--- config.mk ---
export PLATFORM = sky130hd
export DESIGN_NAME = iter_mul
export DESIGN_NICKNAME = d
export VERILOG_FILES = /design/src/rtl/mul_pkg.sv /design/src/rtl/mul_short_detect.sv /design/src/rtl/mul_step_ctr.sv /design/src/rtl/mul_datapath.sv /design/src/rtl/iter_mul.sv
export SDC_FILE = /design/constraint.sdc
export NUM_CORES = 1
export LEC_CHECK = 0
export BUFFER_PORTS_ARGS = -buffer_cell sky130_fd_sc_hd__buf_4
export CORE_ASPECT_RATIO = 1.25
export CORE_MARGIN = 4
export CORE_UTILIZATION = 30
export CTS_BUF_LIST = sky130_fd_sc_hd__clkbuf_4 sky130_fd_sc_hd__clkbuf_8 sky130_fd_sc_hd__clkbuf_16
export DETAILED_ROUTE_END_ITERATION = 8
export SLEW_MARGIN = 20
export SYNTH_ARGS = -nofsm -noshare
export SYNTH_HDL_FRONTEND = slang
export SYNTH_SLANG_ARGS = --single-unit
--- constraint.sdc ---
create_clock -name clk -period 8.3 [get_ports clk]
set_input_delay 2.075 -clock clk [delete_from_list [all_inputs] [get_ports clk]]
set_output_delay 2.075 -clock clk [all_outputs]
set_load 0.02 [all_outputs]
--- src/rtl/mul_pkg.sv ---
package mul_pkg;
  typedef enum logic [1:0] {
    ST_IDLE  = 2'd0,
    ST_CHECK = 2'd1,
    ST_STEP  = 2'd2,
    ST_DONE  = 2'd3
  } mul_state_e;
endpackage

--- src/rtl/mul_short_detect.sv ---
module mul_short_detect #(
  parameter int WIDTH      = 32,
  parameter int SHORT_BITS = 12
) (
  input  logic [WIDTH-1:0] opnd,
  input  logic             signed_mode,
  output logic             is_short
);
  localparam int UHI = WIDTH - SHORT_BITS;      // bits above the short field
  localparam int SHI = WIDTH - SHORT_BITS + 1;  // those bits plus the short sign bit

  logic [UHI-1:0] upper_u;
  logic [SHI-1:0] upper_s;

  assign upper_u = opnd[WIDTH-1:SHORT_BITS];
  assign upper_s = opnd[WIDTH-1:SHORT_BITS-1];

  always_comb begin
    if (signed_mode) is_short = (&upper_s) | ~(|upper_s);
    else             is_short = ~(|upper_u);
  end
endmodule

--- src/rtl/mul_step_ctr.sv ---
module mul_step_ctr #(
  parameter int WIDTH      = 32,
  parameter int SHORT_BITS = 12
) (
  input  logic clk,
  input  logic rst_n,
  input  logic load,
  input  logic is_short,
  input  logic dec,
  output logic last
);
  localparam int CW = $clog2(WIDTH + 1);

  logic [CW-1:0] cnt_q, cnt_d;

  always_comb begin
    cnt_d = cnt_q;
    if (load)     cnt_d = is_short ? CW'(SHORT_BITS) : CW'(WIDTH);
    else if (dec) cnt_d = cnt_q - CW'(1);
  end

  always_ff @(posedge clk or negedge rst_n) begin
    if (!rst_n)          cnt_q <= '0;
    else if (load | dec) cnt_q <= cnt_d;
  end

  assign last = (cnt_q == CW'(1));
endmodule

--- src/rtl/mul_datapath.sv ---
module mul_datapath #(
  parameter int WIDTH = 32
) (
  input  logic             clk,
  input  logic             rst_n,
  input  logic             capture,
  input  logic [WIDTH-1:0] op_a,
  input  logic [WIDTH-1:0] op_b,
  input  logic             signed_mode,
  input  logic             step_en,
  input  logic             last_step,
  output logic [WIDTH-1:0] mplier,
  output logic             sgn,
  output logic [WIDTH-1:0] acc
);
  logic [WIDTH-1:0] mcand;
  logic [WIDTH-1:0] addend;
  logic [WIDTH-1:0] acc_d;

  always_comb begin
    addend = mplier[0] ? mcand : '0;
    if (last_step && sgn) acc_d = acc - addend;  // top bit carries negative weight
    else                  acc_d = acc + addend;  // carry out of the MSB dropped
  end

  always_ff @(posedge clk or negedge rst_n) begin
    if (!rst_n) begin
      mplier <= '0;
      mcand  <= '0;
      acc    <= '0;
      sgn    <= 1'b0;
    end else if (capture) begin
      mplier <= op_a;
      mcand  <= op_b;
      acc    <= '0;
      sgn    <= signed_mode;
    end else if (step_en) begin
      mplier <= mplier >> 1;
      mcand  <= mcand << 1;
      acc    <= acc_d;
    end
  end
endmodule

--- src/rtl/iter_mul.sv ---
module iter_mul #(
  parameter int WIDTH      = 32,
  parameter int SHORT_BITS = 12
) (
  input  logic             clk,
  input  logic             rst_n,
  input  logic             in_valid,
  output logic             in_ready,
  input  logic             signed_mode,
  input  logic [WIDTH-1:0] op_a,
  input  logic [WIDTH-1:0] op_b,
  output logic             out_valid,
  output logic [WIDTH-1:0] result
);
  import mul_pkg::*;

  mul_state_e       state_q, state_d;
  logic             accept;
  logic             step_en;
  logic             last;
  logic             is_short;
  logic             sgn;
  logic [WIDTH-1:0] mplier;

  assign accept  = in_valid && (state_q == ST_IDLE);
  assign step_en = (state_q == ST_STEP);

  always_comb begin
    state_d = state_q;
    case (state_q)
      ST_IDLE:  if (in_valid) state_d = ST_CHECK;
      ST_CHECK: state_d = ST_STEP;
      ST_STEP:  if (last) state_d = ST_DONE;
      ST_DONE:  state_d = ST_IDLE;
      default:  state_d = ST_IDLE;
    endcase
  end

  always_ff @(posedge clk or negedge rst_n) begin
    if (!rst_n) state_q <= ST_IDLE;
    else        state_q <= state_d;
  end

  mul_datapath #(.WIDTH(WIDTH)) u_dp (
    .clk         (clk),
    .rst_n       (rst_n),
    .capture     (accept),
    .op_a        (op_a),
    .op_b        (op_b),
    .signed_mode (signed_mode),
    .step_en     (step_en),
    .last_step   (last),
    .mplier      (mplier),
    .sgn         (sgn),
    .acc         (result)
  );

  mul_short_detect #(.WIDTH(WIDTH), .SHORT_BITS(SHORT_BITS)) u_det (
    .opnd        (mplier),
    .signed_mode (sgn),
    .is_short    (is_short)
  );

  mul_step_ctr #(.WIDTH(WIDTH), .SHORT_BITS(SHORT_BITS)) u_ctr (
    .clk      (clk),
    .rst_n    (rst_n),
    .load     (state_q == ST_CHECK),
    .is_short (is_short),
    .dec      (step_en),
    .last     (last)
  );

  assign in_ready  = (state_q == ST_IDLE);
  assign out_valid = (state_q == ST_DONE);
endmodule

### After elaboration in Yosys (flattened, before gate mapping)

Cells that the tools add are included.

* register bits: 105
* input bits: 68
* logic and storage cells: 44

* add/subtract/negate cells: 3
* equality and inequality tests: 6
* multiplexer cells: 15
* bitwise logic cells: 4
* reduce and logical (&&, ||, !) cells: 10

Operators by type and width (count)
* 32-bit 2-to-1 mux: 8
* 32-bit adder: 1
* 32-bit subtractor: 1
* 21-bit AND reduction: 1
* 21-bit OR reduction: 1
* 20-bit OR reduction: 1
* 6-bit 2-to-1 mux: 3
* 2-bit one-hot mux with 4 select lines: 1
* 6-bit by 1-bit == test with 1-bit output (second input constant): 1
* 6-bit by 1-bit subtractor with 6-bit output (second input constant): 1
* 2-bit == test (second input constant): 2
* 2-bit 2-to-1 mux: 2
* 2-bit != test (second input constant): 2
* 2-bit AND reduction: 2
* 2-bit nonzero test: 2
* 2-bit by 1-bit == test with 1-bit output (second input constant): 1
* 1-bit logical AND: 2
* 2-bit logical NOT: 1
* 1-bit NOT: 2
* 1-bit OR: 2
* 1-bit 2-to-1 mux: 1

### Depth between registers and ports, before layout

Gate-level depths: netlist of run 1.

* depth after elaboration: 6
* mapped depth: 21

### Modules after synthesis

A second synthesis of run 1 with hierarchy kept.

* cells, all modules: 895
* area, all modules: 7659.8 µm²

Modules (own cells, without submodules)
* mul_datapath: times used 1, cells each 834, area an instance 7076.8 µm²
* mul_step_ctr: times used 1, cells each 31, area an instance 325.3 µm²
* iter_mul: times used 1, cells each 14, area an instance 160.2 µm²
* mul_short_detect: times used 1, cells each 16, area an instance 97.6 µm²

### Worst setup path after synthesis of run 1

Ideal clock, no wire load.

* path type: reg2reg
* from: reg u_dp.mplier[0]
* to: reg u_dp.acc[31]
* arrival: 4.739 ns
* data required time: 8.226 ns
* slack: 3.486 ns
* stages on the path, launching flop included: 21
* clock period less this slack: 4.814 ns
* cell sequence: dfrtp_1 -> clkbuf_1 -> clkbuf_1 -> buf_1 -> nand2_1 -> ha_1 -> and3_1 -> clkbuf_1 -> nor2_1 -> or2_2 -> clkbuf_1 -> o211ai_1 -> ha_1 -> o21ai_1 -> a2111oi_0 -> o21ai_0 -> a21oi_2 -> a2111oi_0 -> or4_2 -> a21o_1 -> a21oi_2

* longest elaborated chain between the ends: 5
* elaborated cells between the ends (all ways): 6

Ends and longest elaborated chain
* start, declared: line mul_datapath.sv:12 `output logic [WIDTH-1:0] mplier,`
* start signal, assigned: line mul_datapath.sv:33 `mplier <= op_a;`
* start signal, assigned: line mul_datapath.sv:38 `mplier <= mplier >> 1;`
* 32-bit 2-to-1 mux (*): line mul_datapath.sv:21 `addend = mplier[0] ? mcand : '0;`
* 32-bit adder / 32-bit subtractor (equally long branches): line mul_datapath.sv:23, mul_datapath.sv:22
* 32-bit 2-to-1 mux (*): line mul_datapath.sv:22 `if (last_step && sgn) acc_d = acc - addend;`
* 32-bit 2-to-1 mux (*): line mul_datapath.sv:37 `end else if (step_en) begin`
* 32-bit 2-to-1 mux (*): line mul_datapath.sv:32 `end else if (capture) begin`
* end signal, assigned: line mul_datapath.sv:30 `acc <= '0;`
* end signal, assigned: line mul_datapath.sv:35 `acc <= '0;`
* end signal, assigned: line mul_datapath.sv:40 `acc <= acc_d;`
* end, declared: line mul_datapath.sv:14 `output logic [WIDTH-1:0] acc`

Every way passes the cells marked *; elsewhere a longest branch is shown, timed or not. The select of a mux whose other input is x is not followed.
A chain may end at the register's enable or synchronous reset.

### Final worst setup path of run 1

* from: reg u_dp.mcand[10]
* to: reg u_dp.acc[31]

* longest elaborated chain between the ends: 5
* elaborated cells between the ends (all ways): 6

Ends and longest elaborated chain
* start, declared: line mul_datapath.sv:16 `logic [WIDTH-1:0] mcand;`
* start signal, assigned: line mul_datapath.sv:34 `mcand <= op_b;`
* start signal, assigned: line mul_datapath.sv:39 `mcand <= mcand << 1;`
* 32-bit 2-to-1 mux (*): line mul_datapath.sv:21
* 32-bit adder / 32-bit subtractor (equally long branches): line mul_datapath.sv:23, mul_datapath.sv:22
* 32-bit 2-to-1 mux (*): line mul_datapath.sv:22
* 32-bit 2-to-1 mux (*): line mul_datapath.sv:37
* 32-bit 2-to-1 mux (*): line mul_datapath.sv:32

Marked as above.

==> results of run 1 <==
==> tightest hold or removal path, cell delays in order (launching register included) <==
cell and delay, ns:
dfrtp_1 0.40, nand2_1 0.07, o31ai_1 0.06
==> per-stage QoR <==
stage | power [mW] | cell area, um^2
after floorplan | 3.300 | 7443
after global placement | 4.038 | 8491
after detailed placement | 4.052 | 8491
after CTS | 4.537 | 8826
after global routing | 4.980 | 8826
final | 4.513 | 8826
==> sequential cells by signal (all words and copies together), names as in the netlist <==
name	cells
u_dp.mcand	32
u_dp.acc	32
state_q	2
u_dp.mplier	32
u_dp.sgn	1
u_ctr.cnt_q	6
==> cells by family after synthesis <==
logic type               after synthesis  synth area share (%)
AO/OA/AOI/OAI                        253                 20.69
XOR/XNOR                              38                 4.471
adder cells (fa/ha/maj)               39                 6.657
buffers and inverters                 66                 3.328
flip-flops                           105                 35.30
multiplexers                          79                 10.66
AND/OR/NAND/NOR                      312                 18.89
==> power by group <==
group          switching (mW)  internal, mW  total [mW]
sequential              0.281         0.762        1.04
clock                   0.225         0.247       0.472
combinational            1.75          1.25        3.00
total                    2.25          2.26        4.51
==> final cells by class <==
type | count | area [um^2]
Fill cell | 2548 | 15600
Multi-Input combinational cell | 721 | 4583
Sequential cell | 105 | 2628
Timing Repair Buffer | 107 | 803.3
Tap cell | 330 | 412.9
Clock buffer | 9 | 225.2
Clock inverter | 7 | 110.1
Inverter | 17 | 63.81
==> path summary, 6_finish.rpt <==
check | from | endpoint | slack [ns]
min | u_dp.acc[23]$_DFFE_PN0P_ | u_dp.acc[23]$_DFFE_PN0P_ | 0.56
max | u_dp.mcand[10]$_DFFE_PN0P_ | u_dp.acc[31]$_DFFE_PN0P_ | 3.63
min in group asynchronous | rst_n | u_dp.mplier[17]$_DFFE_PN0P_ | 1.64
max in group asynchronous | rst_n | u_dp.acc[12]$_DFFE_PN0P_ | 5.35
max reg2reg | u_dp.mcand[10]$_DFFE_PN0P_ | u_dp.acc[31]$_DFFE_PN0P_ | 3.63
min reg2reg | u_dp.acc[23]$_DFFE_PN0P_ | u_dp.acc[23]$_DFFE_PN0P_ | 0.56
==> layer usage <==
metal	part of all wire [%]	GRT usage, %	wire length [um]
met4	2.8	5.678	564
met1	46	20.31	9454
met3	4.1	2.386	830
met5	0	0	0
met2	47	23.81	9623
==> cells in the final DEF (no fill, tap or decap), types with 11 or more instances in the layout <==
cell and n:
a21o_1 16, a21oi_1 52, buf_4 107, dfrtp_1 105, ha_1 37, inv_1 17
mux2i_1 77, nand2_1 158, nand2b_1 11, nand3_1 19, nand4_1 15, nor2_1 55
nor3_1 14, o21ai_0 108, xnor2_1 25, xor2_1 13
==> impl_table.tex, run 1 <==
\begin{tabular}{lr}
\hline
Metric & Value \\
\hline
\multicolumn{2}{l}{\textbf{Outcome}} \\
\quad Outcome & completed \\
\multicolumn{2}{l}{\textbf{Floorplanning}} \\
\quad Overall die area & roughly 27000 um\^{}2 \\
\quad Effective utilization at floorplan & 30.48\% \\
\quad Die height & 184.1 um \\
\quad Area of the placeable core & 24420 um\^{}2 \\
\quad Row Count & 64 \\
\quad Horizontal die dimension & 148.9 um \\
\quad Num ports & 102 \\
\multicolumn{2}{l}{\textbf{Yosys}} \\
\quad Number of enable-type register cells in the synthesized netlist & 0 \\
\quad Warnings from Yosys & 0 \\
\quad Most used flip-flop cell after synthesis & dfrtp\_1 \\
\quad Number of nets in the synthesized netlist & 999 \\
\quad Synth Register Bits & about 110 \\
\quad Netlist Area Pre-Place & 7443 um\^{}2 \\
\quad Fraction of synthesis flops using an asynchronous set or reset pin & 100.0\% \\
\quad Top cells by area in the synthesized netlist & dfrtp\_1 35\%, mux2i\_1 10\%, nand2\_1 8.0\%, o21ai\_0 7.3\%, ha\_1 6.4\% \\
\quad Cell with the most instances after synthesis & nand2\_1 \\
\quad List of most frequent post-synthesis cells & 158 x nand2\_1, 108 x o21ai\_0, 105 x dfrtp\_1 \\
\quad Fraction of synthesized cell area taken by the top area cell type & 35.30\% \\
\quad Library cells used by synthesis & between 60 and 70 \\
\quad Seq/Total Area, Yosys & 35.30\% \\
\quad Biggest area consumer among synthesized cells & dfrtp\_1 \\
\quad Synthesized area per cell & roughly 8.3 um\^{}2 \\
\quad Post-Synthesis Cells & roughly 890 \\
\multicolumn{2}{l}{\textbf{Layout}} \\
\quad Post-layout nets & 1068 \\
\quad Final std cells w/o fill & about 1300 \\
\quad Diodes inserted & 0 \\
\quad Synthesis-to-finish area growth & 18.57\% \\
\quad Proportion of layout cells with a drive suffix above 1 & between 10\% and 20\% \\
\quad Final core area utilization & between 30\% and 40\% \\
\multicolumn{2}{l}{\textbf{Clocking}} \\
\quad Number of buffers inserted to repair setup after CTS & 0 \\
\quad TritonCTS buffer count & 9 \\
\quad Number of sinks on the clock net & 105 \\
\quad Deepest clock path buffer count & 2 \\
\quad CTS clk-pin slew, worst paths & 0.08 ns \\
\quad TritonCTS clock tree & built \\
\quad Clock Latency Late Sink & 0.36 ns \\
\quad Number of hold buffers added after CTS & 0 \\
\quad Clock Root Buffer & clkbuf\_16 \\
\quad Post-cts gate resize count & 0 \\
\quad Deepest level of the CTS H-tree & 3 \\
\multicolumn{2}{l}{\textbf{Detailed routing}} \\
\quad Routed wire length & about 20000 um \\
\quad Routed length per placed instance & 15.80 um \\
\quad Number of iterations in the first detailed-routing pass & 5 \\
\quad Vias post-DR & about 6700 \\
\quad Remaining number of nets flagged by the antenna check after routing & 0 \\
\quad Ratio of routed vias to standard cells & 5.165 \\
\quad Remaining design rule violation count & 0 \\
\quad DR iter-0 viols & 409 \\
\multicolumn{2}{l}{\textbf{GRT}} \\
\quad Number of antenna violations at the first check in global routing & 0 \\
\quad Number of global-route vias before repair & 6404 \\
\quad Overall fraction of global-route tracks in use & 14.90\% \\
\quad Wire length of the first global-routing pass & around 33000 um \\
\quad Largest net degree at the start of global routing & 85 \\
\quad Remaining global-route overflow & 0 \\
\multicolumn{2}{l}{\textbf{Timing}} \\
\quad Fin Hold WS & between 0.5 and 0.6 ns \\
\quad Setup TNS after final layout & 0 ns \\
\quad Slew headroom & 38.04\% \\
\quad Final Max Slew Viols & 0 \\
\quad Setup skew after layout & around 0.012 ns \\
\quad Number of failing hold endpoints at the final stage & 0 \\
\quad Setup repair after global routing missed its margin & no \\
\quad Final number of setup-violating endpoints & 0 \\
\quad Maximum achievable frequency & 214.2 MHz \\
\quad Smallest setup slack after layout & 3.631 ns \\
\quad Fraction of the cycle the final worst path needs & 56.25\% \\
\quad Shortest period the worst path allows & 4.669 ns \\
\quad Worst-Margin Slew & 0.9293 ns \\
\multicolumn{2}{l}{\textbf{Flow run}} \\
\quad \# Max-Cap Violations & 0 \\
\multicolumn{2}{l}{\textbf{Setup path}} \\
\quad Critical-path cell with the highest stage delay & or4\_2 \\
\quad Kind of start point of the critical path & flop \\
\quad Critical Path AT & between 4 and 5 ns \\
\quad Number of cells traversed by the worst register-to-register path & 14 \\
\quad Critical path peak fanout & 7 \\
\quad Cell family with the largest share of critical-path delay & simple AND/OR/NAND/NOR gates \\
\quad Combined buffer and inverter count along the critical path & 0 \\
\quad Worst path depth & 14 \\
\quad Required @ worst endpoint & 8.59 ns \\
\quad List of cells traversed by the critical path & or2\_4 > or4\_2 > o41ai\_2 > a31oi\_1 > o311ai\_0 > ha\_1 > nand2\_1 > nor2\_1 > nand2\_1 > o31ai\_1 > a2111oi\_0 > or4\_2 > a21o\_1 > a21oi\_2 \\
\quad CP Class & flop to flop \\
\quad Maximum cell stage delay along the critical path & just under 0.7 ns \\
\quad Capturing element type of the critical path & flop \\
\multicolumn{2}{l}{\textbf{Min path}} \\
\quad Number of stages on the worst hold path & 2 \\
\quad Worst min path class & flop to flop \\
\multicolumn{2}{l}{\textbf{Power}} \\
\quad Power per standard cell area & 511.3 nW/um\^{}2 \\
\quad LEAKAGE & between 3 and 4 nW \\
\quad Maximum vdd drop & 0.1773 mV \\
\multicolumn{2}{l}{\textbf{Placement}} \\
\quad Detailed placer's ending HPWL & around 15000 um \\
\quad Total of buffers placed on input and output ports & 101 \\
\quad Weighted congestion reported at the end of routability-driven placement & between 0.8 and 0.9 \\
\quad Post-place setup slack & 3.646 ns \\
\quad Number of instances in the placed design & 1280 \\
\hline
\end{tabular}
(Power assumes the default switching activity.)
==> run 2, diff against run 1 <==
clock period = 4.4 ns   (was 8.3 ns; I/O delays follow)
==> run 2 against run 1 <==
Effect of this change: register-to-register slack lost 3.3 ns; hold slack gained 0.0026 ns; utilization grew 1.3 points.
==> impl_table.tex, run 2 (synthesized netlist as in run 1, its figures left out) <==
\begin{tabular}{lr}
\hline
Metric & Value \\
\hline
\multicolumn{2}{l}{\textbf{Layout}} \\
\quad Proportion of layout cells with a drive suffix above 1 & a little under a fifth \\
\quad Total area of sequential cells & 2629 um\^{}2 \\
\quad Synthesis-to-finish area growth & 23.00\% \\
\quad Registers with the most flip-flops & u\_dp.acc: 32 flops, u\_dp.mcand: 32 flops, u\_dp.mplier: 32 flops \\
\quad Diodes inserted & 0 \\
\quad Area of combinational cells with multiple inputs & 4657 um\^{}2 \\
\quad Final core area utilization & 37.48\% \\
\quad Design Area, Final & 9155 um\^{}2 \\
\quad Most common cell after layout, fill and taps aside & nand2\_1 \\
\quad Final-layout fill cell count & between 2000 and 3000 \\
\quad Commonest cells after routing, fill and taps aside & 157 x nand2\_1, 146 x buf\_4, 105 x o21ai\_0, 104 x dfrtp\_1, 77 x mux2i\_1 \\
\quad Post-layout nets & 1107 \\
\multicolumn{2}{l}{\textbf{Timing}} \\
\quad Shortest period the worst path allows & 4.108 ns \\
\quad Number of failing hold endpoints at the final stage & 0 \\
\quad Maximum achievable frequency & 243.4 MHz \\
\quad Final number of setup-violating endpoints & 0 \\
\quad Fraction of the cycle the final worst path needs & 93.37\% \\
\quad Slew headroom & 27.19\% \\
\quad Worst-Margin Slew & 1.092 ns \\
\quad Fin Hold WS & about 0.56 ns \\
\quad Setup skew after layout & 0.01514 ns \\
\quad Final Max Slew Viols & 0 \\
\multicolumn{2}{l}{\textbf{Detailed routing}} \\
\quad Ratio of routed vias to standard cells & 5.042 \\
\quad Vias post-DR & 6731 \\
\quad Remaining design rule violation count & 0 \\
\quad Number of iterations in the first detailed-routing pass & 5 \\
\quad Routed length per placed instance & 15.64 um \\
\quad DR iter-0 viols & 511 \\
\quad Routed wire length & 20870 um \\
\quad Remaining number of nets flagged by the antenna check after routing & 0 \\
\multicolumn{2}{l}{\textbf{Setup path}} \\
\quad Critical Path AT & 4.41 ns \\
\quad Maximum cell stage delay along the critical path & 0.68 ns \\
\quad CP Class & flop to flop \\
\quad CP dominant cell by count & or4\_2 \\
\quad Required @ worst endpoint & around 4.7 ns \\
\quad Critical-path cell with the highest stage delay & or4\_2 \\
\quad Critical path peak fanout & 7 \\
\quad Capturing element type of the critical path & flop \\
\quad Kind of start point of the critical path & flop \\
\quad Worst R2R Setup Slack & approximately 0.29 ns \\
\quad List of cells traversed by the critical path & or2\_4 > or4\_2 > o41ai\_4 > buf\_4 > a21oi\_1 > xor2\_1 > ha\_1 > a41o\_1 > nand4\_1 > o31ai\_4 > a2111oi\_1 > or4\_2 > a21o\_1 > a21oi\_2 \\
\multicolumn{2}{l}{\textbf{Floorplanning}} \\
\quad Overall die area & 27410 um\^{}2 \\
\quad Horizontal die dimension & roughly 150 um \\
\quad Row Count & 64 \\
\quad Num ports & around 100 \\
\quad Die height & 184.1 um \\
\quad Effective utilization at floorplan & a little under a third \\
\quad Area of the placeable core & 24420 um\^{}2 \\
\multicolumn{2}{l}{\textbf{Placement}} \\
\quad Detailed placer's ending HPWL & 16120 um \\
\quad Total of buffers placed on input and output ports & 101 \\
\quad Area after DPL & 8783 um\^{}2 \\
\quad Weighted congestion reported at the end of routability-driven placement & 0.8820 \\
\multicolumn{2}{l}{\textbf{Clocking}} \\
\quad Deepest clock path buffer count & 2 \\
\quad Number of sinks on the clock net & 105 \\
\quad TritonCTS buffer count & 9 \\
\quad Deepest level of the CTS H-tree & 3 \\
\quad Clock Latency Late Sink & approximately 0.37 ns \\
\quad TritonCTS clock tree & built \\
\quad Clock Root Buffer & clkbuf\_16 \\
\quad CTS clk-pin slew, worst paths & about 0.080 ns \\
\multicolumn{2}{l}{\textbf{Min path}} \\
\quad Worst min path class & flop to flop \\
\multicolumn{2}{l}{\textbf{Flow run}} \\
\quad \# Max-Cap Violations & 0 \\
\multicolumn{2}{l}{\textbf{GRT}} \\
\quad Remaining global-route overflow & 0 \\
\quad Largest net degree at the start of global routing & 70 \\
\quad Overall fraction of global-route tracks in use & 15.17\% \\
\quad Wire length of the first global-routing pass & 33640 um \\
\quad Number of antenna violations at the first check in global routing & 0 \\
\quad Number of global-route vias before repair & $\sim$6500 \\
\multicolumn{2}{l}{\textbf{Outcome}} \\
\quad Outcome & completed \\
\hline
\end{tabular}
==> run 2: what timing repair did <==
item | 4_1_cts | 5_1_grt
hold endpoints to repair | 0 | 0
resized for setup | 0 | 18
endpoints found under the setup margin | 0 | 5
hold buffers | 0 | 0
setup buffers | 0 | 0
==> run 2: path summary, 6_finish.rpt <==
check / startpoint / to / cells past startpoint
hold / removal: u_dp.acc[30]$_DFFE_PN0P_ / u_dp.acc[30]$_DFFE_PN0P_ / 2
setup / recovery: u_dp.mcand[10]$_DFFE_PN0P_ / u_dp.acc[31]$_DFFE_PN0P_ / 14
max in group asynchronous: rst_n / u_dp.acc[21]$_DFFE_PN0P_ / 2
hold reg to reg: u_dp.acc[30]$_DFFE_PN0P_ / u_dp.acc[30]$_DFFE_PN0P_ / 2
setup reg to reg: u_dp.mcand[10]$_DFFE_PN0P_ / u_dp.acc[31]$_DFFE_PN0P_ / 14
min in group asynchronous: rst_n / u_dp.mcand[4]$_DFFE_PN0P_ / 1
==> run 2: critical path, delay by kind of cell (launching register included) <==
family | cells | cell delay, ns
fa+ha+maj | 1 | 0.40
flops | 1 | 0.38
xor+xnor | 1 | 0.17
compound gates | 7 | 1.12
buf+inv | 1 | 0.18
simple gates | 4 | 1.79
==> run 2: area by class of cell <==
class / instances / area share, %
Multi-Input combinational cell: 721 / 50.87
Clock buffer: 11 / 2.761
Inverter: 17 / 0.6970
Tap cell: 330 / 4.510
Sequential cell: 105 / 28.71
Timing Repair Buffer: 146 / 11.97
Clock inverter: 5 / 0.4783
==> run 2: through the flow <==
stage,TNS (ns),worst slack [ns],cells
finish,0,0.2919,1335
global route,-0.04546,-0.04546,1335
CTS,0,0.03910,1335
detailed placement,0,0.05706,1319
global placement,0,0.1359,1319
floorplan,0,0.008638,892
==> run 2: metal layers <==
layer / share of wire [%] / track usage, %
met3: 4.2 / 2.681
met1: 46 / 20.25
met5: 0 / 0
met4: 2.4 / 5.495
met2: 48 / 24.71
Power of run 2 is not shown: default switching activity piles up to over one toggle a cycle in this logic, so the estimate is an artifact.
